## src/rtl/trq_pkg.sv

```systemverilog
`timescale 1ns/1ps
package trq_pkg;

  typedef enum logic [1:0] {
    KIND_OFF    = 2'd0,
    KIND_LEVEL  = 2'd1,
    KIND_TOGGLE = 2'd2,
    KIND_CONT   = 2'd3
  } run_kind_e;

  typedef struct packed {
    run_kind_e kind;
    logic      invert;
  } mode_t;

  // High nibble of the control byte -> behaviour; bit 0 selects inverted sense
  function automatic mode_t mode_decode(input logic [3:0] code);
    mode_t m;
    m.invert = code[0];
    case (code)
      4'h0, 4'h1: m.kind = KIND_LEVEL;
      4'h2, 4'h3: m.kind = KIND_TOGGLE;
      4'h6, 4'h7: m.kind = KIND_CONT;
      default:    m.kind = KIND_OFF;
    endcase
    return m;
  endfunction

  // Next run value from the mode, the qualified level and a detected edge
  function automatic logic run_next(input run_kind_e kind, input logic act,
                                    input logic edge_hit, input logic cur);
    case (kind)
      KIND_LEVEL:  return act;
      KIND_TOGGLE: return cur ^ edge_hit;
      KIND_CONT:   return cur | edge_hit;
      default:     return 1'b0;
    endcase
  endfunction

  // Picks one line of a 16-entry source vector; unused entries read 0
  function automatic logic pick_source(input logic [15:0] srcs, input logic [3:0] code);
    return srcs[code];
  endfunction

endpackage

```

## src/rtl/trq_sync.sv

```systemverilog
`timescale 1ns/1ps
module trq_sync #(
  parameter int W      = 1,
  parameter int STAGES = 2
) (
  input  logic         clk,
  input  logic         rst_n,
  input  logic [W-1:0] d,
  output logic [W-1:0] q
);
  logic [W-1:0] stg [STAGES];

  for (genvar s = 0; s < STAGES; s++) begin : g_stage
    always_ff @(posedge clk) begin
      if (!rst_n)      stg[s] <= '0;
      else if (s == 0) stg[s] <= d;
      else             stg[s] <= stg[(s == 0) ? 0 : s-1];
    end
  end

  assign q = stg[STAGES-1];
endmodule

```

## src/rtl/trq_chan.sv

```systemverilog
`timescale 1ns/1ps
module trq_chan
  import trq_pkg::*;
#(
  parameter int NSRC    = 9,
  parameter int SW_CODE = 8
) (
  input  logic            clk,
  input  logic            rst_n,
  input  logic            ctrl_we,
  input  logic [7:0]      ctrl_wdata,
  input  logic [NSRC-1:0] src_vec,
  input  logic            lock,
  output logic            run,
  output logic            act,
  output logic            edge_hit,
  output logic            hw_level,
  output run_kind_e       kind
);
  localparam logic [4:0] NSRC_W = 5'(NSRC);
  localparam logic [3:0] SW_W   = 4'(SW_CODE);

  logic [7:0]  ctrl_q;
  logic        prev_act;
  mode_t       mode;
  logic [3:0]  src_code;
  logic        src_ok;
  logic        cur;
  logic [15:0] src_pad;

  assign src_code = ctrl_q[3:0];
  assign mode     = mode_decode(ctrl_q[7:4]);
  assign kind     = mode.kind;
  assign src_pad  = {{(16-NSRC){1'b0}}, src_vec};
  assign src_ok   = ({1'b0, src_code} < NSRC_W);
  assign cur      = pick_source(src_pad, src_code);

  // Polarity-corrected level of the chosen source; reserved codes stay idle
  assign act      = src_ok & (cur ^ mode.invert);
  assign edge_hit = act & ~prev_act;
  assign hw_level = src_ok & (src_code != SW_W) & cur;

  always_ff @(posedge clk) begin
    if (!rst_n) begin
      ctrl_q   <= 8'h00;
      prev_act <= 1'b0;
      run      <= 1'b0;
    end else if (ctrl_we) begin
      ctrl_q   <= ctrl_wdata;
      prev_act <= 1'b1;   // an already active source is not an edge
      run      <= 1'b0;
    end else begin
      prev_act <= act;
      run      <= lock ? run_next(mode.kind, act, edge_hit, run) : 1'b0;
    end
  end
endmodule

```

## src/rtl/trig_qual_top.sv

```systemverilog
`timescale 1ns/1ps
module trig_qual_top
  import trq_pkg::*;
#(
  parameter int NUM_CH      = 2,
  parameter int NUM_BP      = 6,
  parameter int SYNC_STAGES = 2
) (
  input  logic                clk,
  input  logic                rst_n,
  input  logic                front_in,
  input  logic [NUM_BP-1:0]   bp_in,
  input  logic                star_in,
  input  logic [NUM_CH-1:0]   ctrl_wr,
  input  logic [7:0]          ctrl_wdata,
  input  logic                sw_wr,
  input  logic [NUM_CH-1:0]   sw_wdata,
  input  logic [NUM_CH-1:0]   lock,
  output logic [NUM_CH-1:0]   run,
  output logic [2*NUM_CH-1:0] trig_status
);
  localparam int NEXT    = NUM_BP + 2;   // front, backplane lines, star
  localparam int NSRC    = NEXT + 1;     // plus software
  localparam int SW_CODE = NEXT;

  logic [NEXT-1:0]     ext_raw;
  logic [NEXT-1:0]     ext_sync;
  logic [NUM_CH-1:0]   sw_q;
  logic [NUM_CH-1:0]   hw_lvl;

  // Named internal events for the checker
  logic [NUM_CH-1:0]   ch_act;
  logic [NUM_CH-1:0]   ch_edge;
  logic [2*NUM_CH-1:0] ch_kind;

  assign ext_raw = {star_in, bp_in, front_in};

  trq_sync #(.W(NEXT), .STAGES(SYNC_STAGES)) u_sync (
    .clk   (clk),
    .rst_n (rst_n),
    .d     (ext_raw),
    .q     (ext_sync)
  );

  always_ff @(posedge clk) begin
    if (!rst_n)     sw_q <= '0;
    else if (sw_wr) sw_q <= sw_wdata;
  end

  for (genvar c = 0; c < NUM_CH; c++) begin : g_ch
    run_kind_e k;
    trq_chan #(.NSRC(NSRC), .SW_CODE(SW_CODE)) u_chan (
      .clk        (clk),
      .rst_n      (rst_n),
      .ctrl_we    (ctrl_wr[c]),
      .ctrl_wdata (ctrl_wdata),
      .src_vec    ({sw_q[c], ext_sync}),
      .lock       (lock[c]),
      .run        (run[c]),
      .act        (ch_act[c]),
      .edge_hit   (ch_edge[c]),
      .hw_level   (hw_lvl[c]),
      .kind       (k)
    );
    assign ch_kind[2*c +: 2] = k;
  end

  assign trig_status = {hw_lvl, sw_q};
endmodule

```

## config.mk

```make
export PLATFORM = sky130hd
export DESIGN_NAME = trig_qual_top
export DESIGN_NICKNAME = d
export VERILOG_FILES = /design/src/rtl/trq_pkg.sv /design/src/rtl/trq_sync.sv /design/src/rtl/trq_chan.sv /design/src/rtl/trig_qual_top.sv
export SDC_FILE = /design/constraint.sdc
export NUM_CORES = 1
export LEC_CHECK = 0
export BUFFER_PORTS_ARGS = -buffer_cell sky130_fd_sc_hd__buf_2
export CAP_MARGIN = 20
export CORE_MARGIN = 1.5
export CORE_UTILIZATION = 53
export DETAILED_ROUTE_END_ITERATION = 8
export PLACE_DENSITY = 0.77
export SKIP_LAST_GASP = 1
export SLEW_MARGIN = 25
export SYNTH_ARGS = -nofsm -noshare
export SYNTH_HDL_FRONTEND = slang
export SYNTH_SLANG_ARGS = --single-unit
```

## constraint.sdc

```tcl
create_clock -name clk -period 2.9 [get_ports clk]
set_clock_uncertainty 0.2 [all_clocks]
set_input_delay 0.145 -clock clk [delete_from_list [all_inputs] [get_ports clk]]
set_output_delay 0.145 -clock clk [all_outputs]
set_load 0.005 [all_outputs]
```

==> summary.txt <==
Global routing
  • First-pass GRT wire length: 5140 µm
  • Vias in the first global route: 1178
  • Largest net degree at the start of global routing: 40
  • Initial antenna violation count: 0
  • Global-route usage over all layers: 20.2%
  • Global route overflow: 0

Min path
  • Hold Path Origin: ctrl_wr[1]
  • Hold Path Class: in2reg
  • Hold path depth: 3
  • Endpoint, Worst Hold: g_ch[1].u_chan.prev_act$_SDFF_PN0_

Floorplanning
  • Initial Util: 56.8%
  • Die height: 57.8 µm
  • Core box area: 2810 µm²
  • Die area: 3350 µm²
  • Die Wd: 57.8 µm
  • Rows: 19
  • Boundary Pins: 31

Yosys
  • Cells after Synth: 153
  • Synth cell count leaders: dfxtp_1, mux2i_1, nor2b_1
  • Cell with the most instances after synthesis: dfxtp_1
  • Synth Cell Area: 1590 µm²
  • Syn avg cell area: 10.4 µm²
  • Ys Warns: 0
  • Synth top area share: 47.7%
  • Top FF cell, synth: dfxtp_1
  • Sequential-to-total area share from yosys stat: 47.7%
  • Seq cells post-synth: 38
  • Top cells by area, synth: dfxtp_1, mux2i_1, nor2b_1
  • Mapped Nets: 180
  • Ys async rst share: 0%
  • Area leader, netlist: dfxtp_1
  • Post-synth cell types: 28
  • EDFF count, synth: 0

Setup path
  • R2R depth: 10
  • Crit path DAT: 2730 ps
  • Worst EP required: 2960 ps
  • Startpoint Class: flip-flop
  • Reg2Reg Setup Slack: 230 ps
  • Worst r2r dst: g_ch[1].u_chan.run$_SDFF_PP0_
  • RR Startpoint: g_ch[1].u_chan.ctrl_q[1]$_SDFFE_PN0P_
  • Nature of the critical path endpoint: flip-flop
  • Crit path kind: reg2reg
  • Crit Path Max Fanout: 7

Timing
  • RSZ-0062 raised after global routing: no
  • Fin crit share: 92.0%
  • Fin crit period: 2670 ps
  • Final setup TNS: 0 ps
  • Fmax: 375 MHz
  • Worst slew margin: 62.8%
  • Worst Tran Pin Value: 551 ps
  • Final hold violations: 0
  • Fin. max-slew vios: 0
  • Final Setup Violations: 0

Route
  • Vias: 1187
  • DRC: 2
  • Final wirelength: 2930 µm
  • Iteration count of the initial detailed-routing pass: 6
  • Iter 0 DRT Violations: 22
  • ANT nets after route: 0
  • Drt wl/cell: 12.6 µm
  • Vias/cell: 5.12

Clocking
  • Clock transition at path regs: 110 ps
  • Clock buffer depth: 2
  • Num CTS Buffers: 5
  • CTS tree: built
  • Skew-Pair Late Insertion Delay: 330 ps
  • Root buf cell: clkbuf_4
  • H-tree levels: 2
  • Setup bufs post-CTS: 0
  • # clock sinks: 38

Pwr
  • P_sw: 0.236 mW
  • Total power density per cell area: 481 nW/µm²
  • Lkg Pwr: 0.874 nW
  • Seq pwr share: 59.7%
  • Clock power frac: 25.5%
  • Comb pwr share: 14.8%
  • Switching share of power: 24.6%
  • Pint: 0.724 mW
  • Maximum vdd ir drop: 408 µV

Cells and area
  • Layout cells sized above 1: 21.9%
  • N_diodes: 0
  • Area delta synth->final: 25.2%
  • Final core occ: 71.1%
  • Final #Nets: 228

Status
  • Status: complete, but fails checks
  • Failing checks: DRC

Placement
  • GPL Wtd Cong: 0.732
  • I/O Buffers: 30
  • DP HPWL: 2050 µm

Job
  • MaxCap Viol Count: 0
## worst max path at each step
stage	depth (start not counted)	start	slack, ps	endpoint
floorplan	11	g_ch[1].u_chan.ctrl_q[1]$_SDFFE_PN0P_	350	g_ch[1].u_chan.run$_SDFF_PP0_
global placement	10	g_ch[1].u_chan.ctrl_q[1]$_SDFFE_PN0P_	300	g_ch[1].u_chan.run$_SDFF_PP0_
detailed placement	10	g_ch[1].u_chan.ctrl_q[1]$_SDFFE_PN0P_	180	g_ch[1].u_chan.run$_SDFF_PP0_
CTS	10	g_ch[1].u_chan.ctrl_q[1]$_SDFFE_PN0P_	140	g_ch[1].u_chan.run$_SDFF_PP0_
global route	10	g_ch[1].u_chan.ctrl_q[1]$_SDFFE_PN0P_	20	g_ch[1].u_chan.run$_SDFF_PP0_
finish	10	g_ch[1].u_chan.ctrl_q[1]$_SDFFE_PN0P_	230	g_ch[1].u_chan.run$_SDFF_PP0_
## registers in the layout, summed over array words and instances (netlist names)
| name | cells |
|---|---|
| g_ch.u_chan.prev_act | 2 |
| sw_q | 2 |
| u_sync.stg | 16 |
| g_ch.u_chan.ctrl_q | 16 |
| g_ch.u_chan.run | 2 |
## worst max-delay path, cell delays in order, from the launching register on
cell and delay (ps):
dfxtp_2 410, mux2i_1 80, and3_1 170, nor4_1 390
mux2_2 400, or3b_1 360, ha_1 280, inv_1 30
mux2i_1 110, nand3_1 90, o21ai_0 80
## area by class of cell
type	instances	area, µm²
clock buffers	5	37.5
clock inverters	2	10.0
fillers	219	810
inverters	4	15.0
multi-input cells	100	762
flip-flops and latches	38	762
well taps	31	38.8
repair buffers	52	370
## layer usage
layer | track usage [%] | vias up | part of all wire (%)
met5 | 0 | - | 0
met4 | 8.64 | 0 | 2.0
met3 | 5.58 | 9 | 4.8
met2 | 32.6 | 32 | 47
met1 | 25.5 | 534 | 46
li1 | - | 612 | -
## logic make-up after synthesis
logic type,Yosys count,share of synthesized area (%)
mux,27,18.8
simple gates,59,21.9
flops,38,47.7
xor+xnor,3,1.65
buf+inv,15,4.71
fa+ha+maj,2,1.57
compound gates,9,3.69
## through the flow
stage	area (µm²)	std cells	setup WS [ps]	hold slack, ps	total power, mW
6_report	2000	232	232	36.5	0.960
5_1_grt	2000	232	23.8	46.5	1.02
4_1_cts	1990	232	139	33.5	0.970
3_5_place_dp	1720	203	180	153	0.703
3_3_place_gp	1720	203	302	149	0.695
2_1_floorplan	1590	153	349	72.3	0.667
## power groups by stage
stage                     clock network (mW)  registers, mW  logic, mW
final                                  0.245          0.573      0.142
after global routing                   0.275          0.578      0.162
after CTS                              0.255          0.573      0.143
after detailed placement                   0          0.585      0.119
after global placement                     0          0.583      0.113
after floorplan                            0          0.577     0.0900
## timing repair
action / 4_1_cts / 5_1_grt
hold buffers: 22 / 0
hold endpoints to repair: 28 / 0
setup endpoints to repair: 0 / 2
resized for setup: 0 / 2
## cell usage in the layout, fill, tap and decap left out, drive strengths merged, types with 2 or more instances in the layout
master	synthesis	routed
o21ai	4	4
nor3b	2	2
inv	4	4
nand2	3	3
dfxtp	38	38
ha	2	2
dlygate4sd3	0	22
mux4	2	2
clkbuf	6	5
mux2	3	3
nor3	4	4
mux2i	22	22
buf	5	30
nor2	4	4
nand3	4	4
and2	16	16
xor2	2	2
clkinv	0	2
nor2b	21	21
Power figures use the tool's default switching activity.
